**src/rtl/abd_pkg.sv**
```systemverilog
package abd_pkg;
  localparam int IDX_W     = 3;
  localparam int MAX_RATES = 6;

  function automatic int unsigned rate_bps(input int idx);
    case (idx)
      0:       return 300;
      1:       return 1200;
      2:       return 2400;
      3:       return 9600;
      4:       return 19200;
      default: return 57600;
    endcase
  endfunction

  function automatic int unsigned rate_period(input int unsigned clk_hz, input int idx);
    return (clk_hz + rate_bps(idx) / 2) / rate_bps(idx);
  endfunction

  typedef enum logic [2:0] {
    ST_ARM, ST_IDLE, ST_START, ST_DATA, ST_LOCK
  } det_state_t;
endpackage

```
**src/rtl/abd_sync.sv**
```systemverilog
module abd_sync #(
  parameter int          W    = 1,
  parameter logic [W-1:0] INIT = '0
) (
  input  logic         clk,
  input  logic         rst_n,
  input  logic [W-1:0] d_in,
  output logic [W-1:0] d_out
);
  logic [W-1:0] s1_q, s2_q;

  always_ff @(posedge clk or negedge rst_n) begin
    if (!rst_n) begin
      s1_q <= INIT;
      s2_q <= INIT;
    end else begin
      s1_q <= d_in;
      s2_q <= s1_q;
    end
  end

  assign d_out = s2_q;
endmodule

```
**src/rtl/abd_entry.sv**
```systemverilog
module abd_entry (
  input  logic clk,
  input  logic rst_n,
  input  logic rst_s,
  input  logic psen_n_s,
  input  logic hi_s,
  input  logic lo_s,
  output logic load_mode,
  output logic serial_mode,
  output logic parallel_mode
);
  logic load_q, ser_q, par_q;
  logic load_d, ser_d, par_d, straps_up;

  always_comb begin
    straps_up = hi_s & lo_s;
    load_d    = rst_s & (load_q | ~psen_n_s);
    ser_d     = load_d & straps_up;
    par_d     = load_d & ~straps_up;
  end

  always_ff @(posedge clk or negedge rst_n) begin
    if (!rst_n) begin
      load_q <= 1'b0;
      ser_q  <= 1'b0;
      par_q  <= 1'b0;
    end else begin
      load_q <= load_d;
      ser_q  <= ser_d;
      par_q  <= par_d;
    end
  end

  assign load_mode     = load_q;
  assign serial_mode   = ser_q;
  assign parallel_mode = par_q;
endmodule

```
**src/rtl/abd_detect.sv**
```systemverilog
module abd_detect #(
  parameter int unsigned CLK_HZ    = 11_059_200,
  parameter int          NUM_RATES = 6,
  parameter int          TOL_PCT   = 3,
  parameter int          CW        = 17
) (
  input  logic                       clk,
  input  logic                       rst_n,
  input  logic                       enable,
  input  logic                       rx,
  output logic                       locked,
  output logic [abd_pkg::IDX_W-1:0]  baud_idx
);
  import abd_pkg::*;

  det_state_t       st_q, st_d;
  logic [CW-1:0]    cnt_q, cnt_d, per_q, per_d;
  logic [3:0]       bit_q, bit_d;
  logic [7:0]       shf_q, shf_d;
  logic [IDX_W-1:0] cand_q, cand_d, idx_q, idx_d;
  logic             lock_q, lock_d;

  logic [NUM_RATES-1:0] hit;
  logic [IDX_W-1:0]     pick_idx;
  logic [CW-1:0]        pick_per;

  for (genvar g = 0; g < NUM_RATES; g++) begin : g_win
    localparam int P = int'(rate_period(CLK_HZ, g));
    localparam int T = P * TOL_PCT / 100;
    assign hit[g] = (cnt_q >= CW'(P - T)) && (cnt_q <= CW'(P + T));
  end

  always_comb begin
    pick_idx = '0;
    pick_per = '0;
    for (int i = 0; i < NUM_RATES; i++) begin
      if (hit[i]) begin
        pick_idx = IDX_W'(i);
        pick_per = CW'(rate_period(CLK_HZ, i));
      end
    end
  end

  always_comb begin
    st_d   = st_q;
    cnt_d  = cnt_q;
    per_d  = per_q;
    bit_d  = bit_q;
    shf_d  = shf_q;
    cand_d = cand_q;
    idx_d  = idx_q;
    lock_d = lock_q;
    if (!enable) begin
      st_d   = ST_ARM;
      lock_d = 1'b0;
      idx_d  = '0;
    end else begin
      case (st_q)
        ST_ARM:  if (rx) st_d = ST_IDLE;
        ST_IDLE: if (!rx) begin
          st_d  = ST_START;
          cnt_d = CW'(1);
        end
        ST_START: begin
          if (!rx) begin
            if (cnt_q != '1) cnt_d = cnt_q + 1'b1;
          end else if (|hit) begin
            st_d   = ST_DATA;
            per_d  = pick_per;
            cand_d = pick_idx;
            cnt_d  = pick_per >> 1;
            bit_d  = '0;
          end else begin
            st_d = ST_ARM;
          end
        end
        ST_DATA: begin
          if (cnt_q == '0) begin
            if (bit_q == 4'd8) begin
              if (rx && shf_q == 8'h0D) begin
                st_d   = ST_LOCK;
                lock_d = 1'b1;
                idx_d  = cand_q;
              end else begin
                st_d = ST_ARM;
              end
            end else begin
              shf_d = {rx, shf_q[7:1]};
              bit_d = bit_q + 1'b1;
              cnt_d = per_q - 1'b1;
            end
          end else begin
            cnt_d = cnt_q - 1'b1;
          end
        end
        default: ;
      endcase
    end
  end

  always_ff @(posedge clk or negedge rst_n) begin
    if (!rst_n) begin
      st_q   <= ST_ARM;
      cnt_q  <= '0;
      per_q  <= '0;
      bit_q  <= '0;
      shf_q  <= '0;
      cand_q <= '0;
      idx_q  <= '0;
      lock_q <= 1'b0;
    end else begin
      st_q   <= st_d;
      cnt_q  <= cnt_d;
      per_q  <= per_d;
      bit_q  <= bit_d;
      shf_q  <= shf_d;
      cand_q <= cand_d;
      idx_q  <= idx_d;
      lock_q <= lock_d;
    end
  end

  assign locked   = lock_q;
  assign baud_idx = idx_q;
endmodule

```
**src/rtl/abd_bootstrap.sv**
```systemverilog
module abd_bootstrap #(
  parameter int unsigned CLK_HZ    = 11_059_200,
  parameter int          NUM_RATES = 6,
  parameter int          TOL_PCT   = 3
) (
  input  logic                      clk,
  input  logic                      rst_n,
  input  logic                      rst_pin,
  input  logic                      psen_n,
  input  logic                      strap_hi,
  input  logic                      strap_lo,
  input  logic                      rx_in,
  output logic                      load_mode,
  output logic                      serial_mode,
  output logic                      parallel_mode,
  output logic [abd_pkg::IDX_W-1:0] baud_idx,
  output logic                      locked
);
  localparam int SLOW_PER = int'(abd_pkg::rate_period(CLK_HZ, 0));
  localparam int CW       = $clog2(SLOW_PER * 2 + 2);

  logic [4:0] pins_s;

  abd_sync #(.W(5), .INIT(5'b11110)) u_sync (
    .clk   (clk),
    .rst_n (rst_n),
    .d_in  ({rx_in, strap_lo, strap_hi, psen_n, rst_pin}),
    .d_out (pins_s)
  );

  abd_entry u_entry (
    .clk           (clk),
    .rst_n         (rst_n),
    .rst_s         (pins_s[0]),
    .psen_n_s      (pins_s[1]),
    .hi_s          (pins_s[2]),
    .lo_s          (pins_s[3]),
    .load_mode     (load_mode),
    .serial_mode   (serial_mode),
    .parallel_mode (parallel_mode)
  );

  abd_detect #(
    .CLK_HZ    (CLK_HZ),
    .NUM_RATES (NUM_RATES),
    .TOL_PCT   (TOL_PCT),
    .CW        (CW)
  ) u_det (
    .clk      (clk),
    .rst_n    (rst_n),
    .enable   (serial_mode),
    .rx       (pins_s[4]),
    .locked   (locked),
    .baud_idx (baud_idx)
  );
endmodule

```
**config.mk**
```make
export PLATFORM = sky130hd
export DESIGN_NAME = abd_bootstrap
export DESIGN_NICKNAME = d
export VERILOG_FILES = /design/src/rtl/abd_pkg.sv /design/src/rtl/abd_sync.sv /design/src/rtl/abd_entry.sv /design/src/rtl/abd_detect.sv /design/src/rtl/abd_bootstrap.sv
export SDC_FILE = /design/constraint.sdc
export NUM_CORES = 1
export LEC_CHECK = 0
export CORE_UTILIZATION = 55
export DETAILED_ROUTE_END_ITERATION = 10
export PLACE_DENSITY_LB_ADDON = 0.2
export SETUP_SLACK_MARGIN = 0.1
export SLEW_MARGIN = 5
export SYNTH_ARGS = -nofsm -noshare
export SYNTH_HDL_FRONTEND = slang
export SYNTH_HIERARCHICAL = 1
export SYNTH_SLANG_ARGS = --single-unit
```
**constraint.sdc**
```tcl
create_clock -name clk -period 5.5 [get_ports clk]
set_input_delay 0.825 -clock clk [delete_from_list [all_inputs] [get_ports clk]]
set_output_delay 0.825 -clock clk [all_outputs]
set_load 0.005 [all_outputs]
```
* Word level (Yosys, flattened, before mapping)
Cells that the tools add are included.
** Storage, ports and cells
- Input bits :: 7
- Output and inout bits :: 7
- Register bits after elaboration :: 69
- Logic and storage cells :: 139
** Operators by class
- Divide/modulo/power cells :: 6
- Add/subtract/negate cells :: 10
- Bitwise operators :: 8
- Multiplexer cells :: 48
- Equal/unequal tests :: 24
- Reduce and logical (&&, ||, !) cells :: 18
- Magnitude comparators :: 12
** Operator list (number)
- $mux 17 :: 12
- $add 24x31->32 const A :: 6
- $div 32x32->32 :: 6
- $mux 32 :: 6
- $pmux 17 s3 :: 1
- $mux 3 :: 14
- $sub 17x1->17 const B :: 2
- $reduce_and 6->1 :: 3
- $add 17x1->17 const B :: 1
- $ge 17x10->1 const B :: 1
- $ge 17x11->1 const B :: 1
- $ge 17x13->1 const B :: 1
- $ge 17x14->1 const B :: 1
- $ge 17x16->1 const B :: 1
- $ge 17x8->1 const B :: 1
- $le 17x10->1 const B :: 1
- $le 17x11->1 const B :: 1
- $le 17x13->1 const B :: 1
- $le 17x14->1 const B :: 1
- $le 17x16->1 const B :: 1
- $le 17x8->1 const B :: 1
- $logic_not 17->1 :: 1
- $ne 17x17->1 const B :: 1
- $mux 4 :: 4
- 23 further kinds :: 57

* Longest topological paths before layout
Gate-level depths: netlist of run 1.
- Depth in word-level cells :: 14
- Depth in mapped cells :: 16
- Depth with buffers taken out :: 15

* Cells and area by module
The synthesis of run 1 kept the hierarchy.
** By module, submodules not included
- abd_detect :: area each 3768.6 um2, seq. area each 1126.1 um2, cells an instance 470, times used 1
- abd_sync :: area each 260.2 um2, seq. area each 260.2 um2, cells an instance 10, times used 1
- abd_entry :: area each 122.6 um2, seq. area each 75.1 um2, cells an instance 9, times used 1

* Worst setup path after synthesis of run 1
No wires, ideal clock.
- Path type :: reg-to-reg
- Start point :: register u_det.cnt_q[1]
- End point :: register u_det.cnt_q[16]
- Buffers on the path :: 1
- Required time :: 5.379 ns
- Stages on the path, launching flop included :: 17
- Data arrival time :: 2.790 ns
- Clock period less this slack :: 2.911 ns
- Slack :: 2.589 ns
- Library setup time :: 0.121 ns
- Path through :: dfrtp_1 > clkbuf_1 > inv_1 > ha_1 > nor2b_1 > and3_1 > nand2_1 > nand2_1 > ha_1 > nor2b_1 > nand2_1 > or3_1 > a21oi_2 > nand3_1 > a21oi_1 > o21ai_1 > a22o_1
** Between the ends
- Cells in the longest elaborated chain, start to end :: 5
- Elaborated cells between the ends (all ways) :: 31
- Classes of those cells :: add/sub: 2; order compare: 12; eq/ne: 4; mux: 4; reduce/logical: 9
** RTL lines
- from (decl) :: line abd_detect.sv:17 : logic [CW-1:0] cnt_q, cnt_d, per_q, per_d;
- from (signal assigned) :: line abd_detect.sv:113 : cnt_q <= cnt_d;
- $ge 17x16->1 (tied with other cells) :: line abd_detect.sv:30 : assign hit[g] = (cnt_q >= CW'(P - T)) && (cnt_q <= CW'(P + T));
- $logic_and 1x1->1 :: line abd_detect.sv:30
- $reduce_or 6->1 :: line abd_detect.sv:67 : end else if (|hit) begin
- $ne 3x2->1 (no source line)
- $reduce_and 6->1 (no source line)
Several ways; a longest one is shown, not always the timed one. The select of a mux whose other input is x is not followed.
A chain may end at the register's enable or synchronous reset.

* Worst setup path in the final report of run 1
- Start point :: register u_det.cnt_q[1]
- End point :: register u_det.cnt_q[3]
** Between the ends
- Cells in the longest elaborated chain, start to end :: 11
- Elaborated cells between the ends (all ways) :: 38
- Classes of those cells :: add/sub: 2; order compare: 12; eq/ne: 4; mux: 11; reduce/logical: 9
** RTL lines
- $ge 17x16->1 or $le 17x16->1 (tied branches) :: line abd_detect.sv:30
- $logic_and 1x1->1 :: line abd_detect.sv:30
- $mux 17 (6 in series) :: line abd_detect.sv:37 : if (hit[i]) begin
- $mux 17 :: line abd_detect.sv:67
- $mux 17 :: line abd_detect.sv:65 : if (!rx) begin
- $pmux 17 s3 :: line abd_detect.sv:58 : case (st_q)
Several ways; a longest one is shown, not always the timed one. The select of a mux whose other input is x is not followed.

==> summary.txt, run 1 <==
DRT Pass-1 Iters: 5
Max stage delay on crit path: 0.95 ns
EDFF count, synth: 0
Worst vdd ir: 230.7 uV
Post-synth top area share: 30.14%
Post-Synthesis Cells: 489
CP Data Arrival Time: 4.31 ns
Post-CTS Setup Inserts: 0
Status: complete, no violations
Max-slew violations: 0
Total track usage: 33.04%
Final Wtd Congestion: 1.036
Maximum clock frequency: 0.2453 GHz
DR vias/cell: 6.889
Setup tns final: 0 ns
Critical path launch point type: flip-flop
Starting Density: 56.93%
Total CTS buffers: 9
Overall die width: 88.88 microns
Clock latency on the worst-skew pair: 0.34 ns
Max Cap Violations: 0
Tcrit/Tclk final: 74.12%
# hold bufs at CTS: 0
Final nets: 489
Longest Clk Path Bufs: 2
Wire per inst: 21.20 microns
Share of layout cells above drive strength 1: 13.13%
Clk sinks: 58
Core area: 0.007292 sq mm
Area delta synth->final: 7.113%
Clock Skew: 0.01236 ns
Syn_nets: 503
Leakage: 1.743 nW
RSZ-0062 raised after global routing: no
DPL Wire Length: 8283 microns
Pin count of the biggest net entering global routing: 59
Largest cells by area after synthesis: dfrtp_1 (30%), dfstp_2 (5.1%), a21oi_1 (4.3%)
Antenna violations before repair: 0
Max H-tree Level: 3
Worst min path class: reg -> reg
Slowest cell on the critical path: a41oi_1
Worst-Margin Slew: 1.094 ns
Vias in the first global route: 3608
Crit path cell chain: ha_1 -> a21oi_1 -> o21ai_1 -> a41o_1 -> a211oi_1 -> or4b_1 -> a41oi_1 -> o21ai_0 -> buf_4 -> a22o_1
First-pass GRT wire length: 19180 microns
Main synth FF type: dfrtp_1
Post-CTS sizing: 0
Relative slew margins: 26.53%
Final wirelength: 12280 microns
Worst Setup SP: u_det/cnt_q[1]
Commonest cells post-synth: dfrtp_1 (50), nor2_1 (44), nand2_1 (37)
Sequential fraction of the synthesis area: 35.20%
# diodes: 0
Yosys top cell by area: dfrtp_1
Chip height: 88.88 microns
Critical path fanouts, max: 16
Top-Level Pins: 14
Hold Vio Cnt, Final: 0
Asr flop ratio synth: 100.0%
Buffers on Ports: 13
Setup-failing EPs final: 0
Post-synth cell types: 74
Critical path required time: 5.73 ns
Row cnt: 31
Mean post-synth cell area: 8.490 sq um
Clock slew at reported path FFs: 0.08 ns
Worst Hold Launch: u_sync/s1_q[0]
Worst r2r src: u_det/cnt_q[1]
Yosys warning total: 6
Pwr/cell area: 215.6 mW/mm^2
#FFs+latches synth: 58
Clk root buf: clkbuf_8
Die area: 0.007900 sq mm
CTS tree: done
CP Class: reg -> reg
Antenna-violating nets left: 0
Grt ovf: 0
Via count: 3989
DRC viols: 0
Tot Pwr: 0.9588 mW
Crit path capture type: flip-flop
Fin crit period: 4.077 ns
Netlist Area Pre-Place: 0.004151 sq mm
Drt initial violations: 542
Most frequent cell after synthesis: dfrtp_1
## cell usage in the layout (no fill, tap or decap), drive strengths merged, types with 7 or more instances in the layout
cell type      count
and2               8
a31oi             10
clkbuf             9
nand3             11
nor2b             13
or2                7
nor2              45
inv               11
nand4              9
dfrtp             50
mux2              13
nand2             37
a21oi             38
dfstp              8
clkdlybuf4s50     12
and3               9
nor3              25
o2bb2ai            7
ha                 7
o21ai             29
## worst max-delay path, delay by kind of cell (launching register included)
kind / cells / cell delay (ns)
fa+ha+maj: 1 / 0.45
buf+inv: 1 / 0.24
compound gates: 7 / 1.82
flops: 1 / 0.71
simple gates: 1 / 0.72
## final timing paths
check | endpoint | slack, ns | cells past startpoint
min | u_sync/d_out[0] | 0.35 | 0
max in group asynchronous | u_entry/load_mode | 4.40 | 2
max | u_det/cnt_q[3] | 1.42 | 10
min in group asynchronous | u_det/cnt_q[7] | 0.63 | 2
min reg2reg | u_sync/d_out[0] | 0.35 | 0
max reg2reg | u_det/cnt_q[3] | 1.42 | 10
## layer usage
metal | vias to the layer above | global-route usage (%) | routed length [microns] | share of wire, %
met1 | 1856 | 44.44 | 4952 | 40
met3 | 55 | 7.836 | 1151 | 9.4
met2 | 281 | 48.88 | 5508 | 45
li1 | 1797 | - | - | -
met5 | - | 0 | 0 | 0
met4 | 0 | 18.48 | 665 | 5.4
## report_power, final
part           internal [mW]  total [mW]  leakage (nW)  switching [mW]
Combinational         0.0243      0.0667         0.862          0.0424
Sequential             0.435       0.445         0.775          0.0106
Clock                  0.258       0.447         0.106           0.189
## kinds of logic after synthesis
family,share of synthesized area (%)
flip-flops,35.20
buffers and inverters,5.937
XOR/XNOR,1.477
AO/OA/AOI/OAI,24.23
multiplexers,4.732
AND/OR/NAND/NOR,26.31
adder cells (fa/ha/maj),2.110
## registers in the layout (all words and copies together) (netlist names)
signal                 flops
u_det/baud_idx             3
u_det/bit_q                4
u_det/cand_q               2
u_det/cnt_q               17
u_det/locked               1
u_det/per_q                7
u_det/shf_q                8
u_det/st_q                 3
u_entry/load_mode          1
u_entry/parallel_mode      1
u_entry/serial_mode        1
u_sync/d_out               5
u_sync/s1_q                5
## metrics by stage
step | util [%] | std cells | hold slack [ns] | worst slack (ns) | instance area, sq um
after floorplan | - | 489 | 0.3312 | 2.589 | 4151
after global placement | 57.89 | 563 | 0.3349 | 1.555 | 4222
final | 60.98 | 579 | 0.3542 | 1.423 | 4447
after global routing | 60.98 | 579 | 0.3594 | 1.337 | 4447
after CTS | 60.98 | 579 | 0.3567 | 1.544 | 4447
after detailed placement | 57.89 | 563 | 0.3397 | 1.574 | 4222
## layout make-up
| type | instances | area, sq um |
|---|---|---|
| inverter | 10 | 37.54 |
| sequential | 58 | 1461 |
| multi-input combinational | 379 | 2444 |
| tap | 99 | 123.9 |
| clock inverter | 7 | 101.3 |
| timing repair buffer | 17 | 155.1 |
| clock buffer | 9 | 123.9 |
| fill | 655 | 2845 |
Power figures use the tool's default switching activity.
==> run 2, diff against run 1 <==
==> constraint.sdc (replaced) <==
create_clock -name clk -period 4.1 [get_ports clk]
set_input_delay 0.615 -clock clk [delete_from_list [all_inputs] [get_ports clk]]
set_output_delay 0.615 -clock clk [all_outputs]
set_load 0.005 [all_outputs]
==> run 2 against run 1 <==
- total power rose by 41%
- final cell count rose by 1.9%
- first-iteration DRC count rose by 7.9%
- wire length rose by 4.5%
- largest cell class unchanged
- hold slack got worse by 0.0059 ns
- critical endpoint is now u_det/cnt_q[0]
- via count rose by 3.2%
- critical path type unchanged
- worst setup slack got worse by 1.0 ns
- clock skew rose by 0.0076 ns
- clock power rose by 50%
- highest routed layer unchanged
==> summary.txt, run 2 (same netlist as run 1, synthesis figures left out) <==
Status: complete, no violations (unchanged)
Commonest non-fill, non-tap cells in the layout: dfrtp_1 (50), nor2_1 (44), nand2_1 (37), a21oi_1 (36), o21ai_0 (26) (unchanged)
Wire per inst: 21.74 microns (was 21.20 microns)
Maximum clock frequency: 0.2686 GHz (was 0.2453 GHz)
Hold Vio Cnt, Final: 0 (unchanged)
Antenna violations before repair: 0 (unchanged)
Crit path capture type: flip-flop (unchanged)
Slowest cell on the critical path: dfrtp_1 (was a41oi_1)
Most common cell after layout, fill and taps aside: dfrtp_1 (unchanged)
Starting Density: 56.93% (unchanged)
Top-Level Pins: 14 (unchanged)
Antenna-violating nets left: 0 (unchanged)
Worst R2R End: u_det/cnt_q[0] (was u_det/cnt_q[3])
Total CTS buffers: 9 (unchanged)
Fin crit period: 3.724 ns (was 4.077 ns)
DRC viols: 0 (unchanged)
Longest Clk Path Bufs: 2 (unchanged)
Post-CTS sizing: 0 (unchanged)
Final Wtd Congestion: 0.9797 (was 1.036)
Relative slew margins: 37.65% (was 26.53%)
# diodes: 0 (unchanged)
Worst-Margin Slew: 0.9281 ns (was 1.094 ns)
FF-to-FF setup slack: 0.38 ns (was 1.42 ns)
Chip height: 88.88 microns (unchanged)
Setup tns final: 0 ns (unchanged)
Crit path cell chain: ha_1 -> nand3_1 -> nor4_1 -> buf_4 -> nand2_1 -> nor3_1 -> ha_1 -> a31oi_1 -> o21ai_0 -> a31o_2 -> nor2_1 -> o21ai_0 -> buf_4 -> a22oi_1 (was ha_1 -> a21oi_1 -> o21ai_1 -> a41o_1 -> a211oi_1 -> or4b_1 -> a41oi_1 -> o21ai_0 -> buf_4 -> a22o_1)
Clk root buf: clkbuf_8 (unchanged)
Clock latency on the worst-skew pair: 0.35 ns (was 0.34 ns)
Pin count of the biggest net entering global routing: 59 (unchanged)
Worst Setup SP: u_det/cnt_q[1] (unchanged)
Share of layout cells above drive strength 1: 15.07% (was 13.13%)
RSZ-0062 raised after global routing: no (unchanged)
Total placed cells including tap cells: 574 (was 563)
DR vias/cell: 6.978 (was 6.889)
Overall die width: 88.88 microns (unchanged)
Total track usage: 35.31% (was 33.04%)
Buffers on Ports: 13 (unchanged)
Grt ovf: 0 (unchanged)
DRT Pass-1 Iters: 6 (was 5)
Clock Skew: 0.01996 ns (was 0.01236 ns)
Largest regs: u_det/cnt_q x17, u_det/shf_q x8, u_det/per_q x7 (unchanged)
Fin cells: 590 (was 579)
Max Cap Violations: 0 (unchanged)
Final nets: 500 (was 489)
Via count: 4117 (was 3989)
Row cnt: 31 (unchanged)
Setup crit end: u_det/cnt_q[0] (was u_det/cnt_q[3])
Vias in the first global route: 3804 (was 3608)
Post-CTS Setup Inserts: 0 (unchanged)
Core area: 0.007292 sq mm (unchanged)
Fill count: 665 (was 655)
CTS tree: done (unchanged)
CP Class: reg -> reg (unchanged)
Max-slew violations: 0 (unchanged)
Worst r2r src: u_det/cnt_q[1] (unchanged)
Max stage delay on crit path: 0.71 ns (was 0.95 ns)
Pwr/cell area: 297.4 mW/mm^2 (was 215.6 mW/mm^2)
CP Data Arrival Time: 3.90 ns (was 4.31 ns)
Drt initial violations: 585 (was 542)
Post-Place Cell Area: 0.004304 sq mm (was 0.004222 sq mm)
# hold bufs at CTS: 0 (unchanged)
Post-route cell area: 0.004553 sq mm (was 0.004447 sq mm)
Clock slew at reported path FFs: 0.09 ns (was 0.08 ns)
Leakage: 1.818 nW (was 1.743 nW)
Worst vdd ir: 249.6 uV (was 230.7 uV)
First-pass GRT wire length: 20490 microns (was 19180 microns)
Max H-tree Level: 3 (unchanged)
Critical path fanouts, max: 16 (unchanged)
Setup-failing EPs final: 0 (unchanged)
Final wirelength: 12830 microns (was 12280 microns)
Reg2Reg Depth: 14 (was 10)
Critical path launch point type: flip-flop (unchanged)
Worst min path class: reg -> reg (unchanged)
Tcrit/Tclk final: 90.82% (was 74.12%)
Number of flip-flops under the largest register name: 17 (unchanged)
Hold path cells: 0 (unchanged)
DPL Wire Length: 8704 microns (was 8283 microns)
Area delta synth->final: 9.675% (was 7.113%)
Critical path required time: 4.28 ns (was 5.73 ns)
Die area: 0.007900 sq mm (unchanged)
Clk sinks: 58 (unchanged)
Reg with most FFs: u_det/cnt_q (unchanged)
-- run 2: per-stage QoR --
stage | hold WS [ns] | total power [mW] | utilization, % | worst slack, ns
after floorplan | 0.3194 | 0.6556 | - | 1.189
after global placement | 0.3323 | 0.6917 | 59.03 | 0.5653
after detailed placement | 0.3373 | 0.6925 | 59.03 | 0.5485
after CTS | 0.3542 | 1.364 | 62.44 | 0.5039
after global routing | 0.3649 | 1.393 | 62.44 | 0.1907
final | 0.3483 | 1.354 | 62.44 | 0.3764
-- run 2: cell type report --
cell class / count / area [sq um] / area share, %
multi-input combinational: 379 / 2444 / 53.67
sequential: 58 / 1461 / 32.10
timing repair buffer: 28 / 237.7 / 5.221
clock inverter: 7 / 125.1 / 2.748
clock buffer: 9 / 123.9 / 2.721
tap: 99 / 123.9 / 2.721
inverter: 10 / 37.54 / 0.8244
-- run 2: worst min-delay path by stage --
stage	from	slack (ns)	to
6_report	u_sync/s1_q[1]	0.35	u_sync/d_out[1]
5_1_grt	u_sync/s1_q[1]	0.36	u_sync/d_out[1]
4_1_cts	u_sync/s1_q[0]	0.35	u_sync/d_out[0]
3_5_place_dp	u_sync/s1_q[0]	0.34	u_sync/d_out[0]
3_3_place_gp	u_sync/s1_q[0]	0.33	u_sync/d_out[0]
2_1_floorplan	rst_n	0.32	u_det/baud_idx[0]
-- run 2: worst max-delay path: cells and delay by family, from the launching register on --
kind | cells | cell delay, ns
AO/OA/AOI/OAI | 5 | 0.74
adder cells (fa/ha/maj) | 2 | 0.61
buffers and inverters | 2 | 0.50
flip-flops | 1 | 0.71
AND/OR/NAND/NOR | 5 | 0.99
-- run 2: metal layers --
metal	vias to the layer above	global-route usage, %	wire, microns
met5	-	0	0
met3	71	8.209	1229
met2	272	53.22	5850
li1	1826	-	-
met1	1948	46.43	5115
met4	0	20.67	632
-- run 2: where the power goes --
| part | internal (mW) | switching (mW) |
|---|---|---|
| Sequential | 0.583 | 0.0136 |
| Clock | 0.410 | 0.259 |
| Combinational | 0.0332 | 0.0549 |
| Total | 1.03 | 0.328 |
==> run 3, diff against run 2 <==
--- a/config.mk
+++ b/config.mk
@@ -5,6 +5,7 @@
 export SDC_FILE = /design/constraint.sdc
 export NUM_CORES = 1
 export LEC_CHECK = 0
+export CORE_MARGIN = 8
 export CORE_UTILIZATION = 55
 export DETAILED_ROUTE_END_ITERATION = 10
 export PLACE_DENSITY_LB_ADDON = 0.2
==> constraint.sdc (replaced) <==
create_clock -name clk -period 4.6 [get_ports clk]
set_input_delay 0.69 -clock clk [delete_from_list [all_inputs] [get_ports clk]]
set_output_delay 0.69 -clock clk [all_outputs]
set_load 0.005 [all_outputs]
==> run 3 against run 2 <==
- the run now ends with DRC left
- hold slack gained 0.0029 ns
- critical path type unchanged
- non-clock buffer count shrank 2
- design area shrank 0.33%
- first-iteration DRC count shrank 27%
- wire length shrank 5.2%
- via count shrank 2.5%
- critical endpoint is now u_det/cnt_q[9]
- flip-flop and latch count is the same
==> summary.txt, run 3 (same netlist as run 1, synthesis figures left out) <==
Status: finished, violations left (was complete, no violations)
Failing checks: DRC
Setup-failing EPs final: 0 (unchanged)
Max H-tree Level: 3 (unchanged)
Via count: 4014 (was 4117)
Antenna-violating nets left: 0 (unchanged)
Core area: 0.007292 sq mm (unchanged)
Worst Hold End: u_sync/d_out[0] (was u_sync/d_out[1])
Wire per inst: 20.69 microns (was 21.74 microns)
Setup tns final: 0 ns (unchanged)
Top delay family on crit path: simple AND/OR/NAND/NOR gates (unchanged)
CP Class: reg -> reg (unchanged)
Vias in the first global route: 3928 (was 3804)
Final Wtd Congestion: 0.9735 (was 0.9797)
DRC viols: 1 (was 0)
Tcrit/Tclk final: 89.00% (was 90.82%)
Final wirelength: 12160 microns (was 12830 microns)
Overall die width: 102.9 microns (was 88.88 microns)
Area delta synth->final: 9.313% (was 9.675%)
DPL Wire Length: 8557 microns (was 8704 microns)
# diodes: 0 (unchanged)
Slowest cell on the critical path: nor4_1 (was dfrtp_1)
Die area: 0.01058 sq mm (was 0.007900 sq mm)
Grt ovf: 0 (unchanged)
Clock Skew: 0.01060 ns (was 0.01996 ns)
CTS tree: done (unchanged)
Post-route cell area: 0.004538 sq mm (was 0.004553 sq mm)
CP Data Arrival Time: 4.36 ns (was 3.90 ns)
Worst Path Buf+Inv: 1 (was 2)
Worst R2R End: u_det/cnt_q[9] (was u_det/cnt_q[0])
Critical path launch point type: flip-flop (unchanged)
Critical path fanouts, max: 16 (unchanged)
Reg with most FFs: u_det/cnt_q (unchanged)
Commonest non-fill, non-tap cells in the layout: dfrtp_1 (50), nor2_1 (44), nand2_1 (37), a21oi_1 (36), o21ai_0 (26) (unchanged)
Worst Setup SP: u_det/cnt_q[1] (unchanged)
Clock latency on the worst-skew pair: 0.34 ns (was 0.35 ns)
Max stage delay on crit path: 0.80 ns (was 0.71 ns)
Critical path required time: 4.86 ns (was 4.28 ns)
Worst r2r src: u_det/cnt_q[1] (unchanged)
Top-Level Pins: 14 (unchanged)
Tot Pwr: 1.198 mW (was 1.354 mW)
Row cnt: 31 (unchanged)
Worst min path class: reg -> reg (unchanged)
Clk root buf: clkbuf_8 (unchanged)
Total CTS buffers: 9 (unchanged)
Crit path capture type: flip-flop (unchanged)
Worst vdd ir: 289.8 uV (was 249.6 uV)
DR vias/cell: 6.827 (was 6.978)
Pin count of the biggest net entering global routing: 59 (unchanged)
Pwr/cell area: 264.0 mW/mm^2 (was 297.4 mW/mm^2)
Drt initial violations: 428 (was 585)
Clk sinks: 58 (unchanged)
RSZ-0062 raised after global routing: no (unchanged)
Worst Hold Launch: u_sync/s1_q[0] (was u_sync/s1_q[1])
Share of layout cells above drive strength 1: 14.72% (was 15.07%)
Number of flip-flops under the largest register name: 17 (unchanged)
Maximum clock frequency: 0.2443 GHz (was 0.2686 GHz)
Fin crit period: 4.094 ns (was 3.724 ns)
Most common cell after layout, fill and taps aside: dfrtp_1 (unchanged)
# hold bufs at CTS: 0 (unchanged)
Buffers on Ports: 13 (unchanged)
Reg2Reg Depth: 13 (was 14)
Hold Vio Cnt, Final: 0 (unchanged)
Starting Density: 56.93% (unchanged)
Worst-Margin Slew: 1.114 ns (was 0.9281 ns)
Largest regs: u_det/cnt_q x17, u_det/shf_q x8, u_det/per_q x7 (unchanged)
Chip height: 102.9 microns (was 88.88 microns)
First-pass GRT wire length: 20310 microns (was 20490 microns)
Max Cap Violations: 0 (unchanged)
Longest Clk Path Bufs: 2 (unchanged)
Total track usage: 24.76% (was 35.31%)
Hold path cells: 0 (unchanged)
Max-slew violations: 0 (unchanged)
Clock slew at reported path FFs: 0.07 ns (was 0.09 ns)
Antenna violations before repair: 0 (unchanged)
Relative slew margins: 25.18% (was 37.65%)
Leakage: 1.809 nW (was 1.818 nW)
FF-to-FF setup slack: 0.51 ns (was 0.38 ns)
Post-CTS Setup Inserts: 0 (unchanged)
DRT Pass-1 Iters: 8 (was 6)
Post-CTS sizing: 0 (unchanged)
Crit path cell chain: ha_1 -> nand3_1 -> nor4_1 -> nand2_1 -> nor3_1 -> ha_1 -> a31oi_1 -> o21ai_0 -> a31o_2 -> nor2_1 -> o21ai_0 -> buf_4 -> mux2i_1 (was ha_1 -> nand3_1 -> nor4_1 -> buf_4 -> nand2_1 -> nor3_1 -> ha_1 -> a31oi_1 -> o21ai_0 -> a31o_2 -> nor2_1 -> o21ai_0 -> buf_4 -> a22oi_1)
Post-Place Cell Area: 0.004289 sq mm (was 0.004304 sq mm)
Final nets: 498 (was 500)
==> run 3: layout make-up <==
class / instances / area (sq um)
Clock inverter: 7 / 125.1
Fill cell: 682 / 2754
Sequential cell: 58 / 1461
Clock buffer: 9 / 123.9
Multi-Input combinational cell: 379 / 2444
Timing Repair Buffer: 26 / 222.7
Inverter: 10 / 37.54
Tap cell: 99 / 123.9
==> run 3: per-stage QoR <==
step	worst slack, ns	std cells	hold slack (ns)	utilization [%]
final	0.5061	588	0.3512	62.23
after global routing	0.1654	588	0.3602	62.23
after CTS	0.6481	588	0.3548	62.23
after detailed placement	0.6680	572	0.3373	58.82
after global placement	0.6681	572	0.3326	58.82
after floorplan	1.689	489	0.3312	-
==> run 3: worst max path at each step <==
stage                     slack, ns  depth (start not counted)               to
after global routing           0.17                         13   u_det/cnt_q[9]
after floorplan                1.69                         16  u_det/cnt_q[16]
after detailed placement       0.67                         13   u_det/cnt_q[9]
final                          0.51                         13   u_det/cnt_q[9]
after CTS                      0.65                         13   u_det/cnt_q[9]
after global placement         0.67                         12   u_det/cnt_q[2]
==> run 3: per-layer routing <==
layer  track usage [%]  part of all wire (%)  vias up
met5                 0                     0        -
met4             14.35                   4.5        0
met3             4.929                   8.6       60
met2             37.12                    45      237
met1             32.44                    42     1901
li1                  -                     -     1816
==> run 3: power breakdown <==
group	internal, mW	leakage, nW	total [mW]	switching (mW)
sequential	0.520	0.775	0.531	0.0116
clock	0.365	0.124	0.587	0.222
combinational	0.0297	0.910	0.0796	0.0499
==> run 3: worst reg2reg max path: stages, from the launching register on <==
cell	delay, ns
dfrtp_1	0.69
ha_1	0.43
nand3_1	0.20
nor4_1	0.80
nand2_1	0.23
nor3_1	0.31
ha_1	0.23
a31oi_1	0.08
o21ai_0	0.17
a31o_2	0.21
nor2_1	0.12
o21ai_0	0.10
buf_4	0.25
mux2i_1	0.20
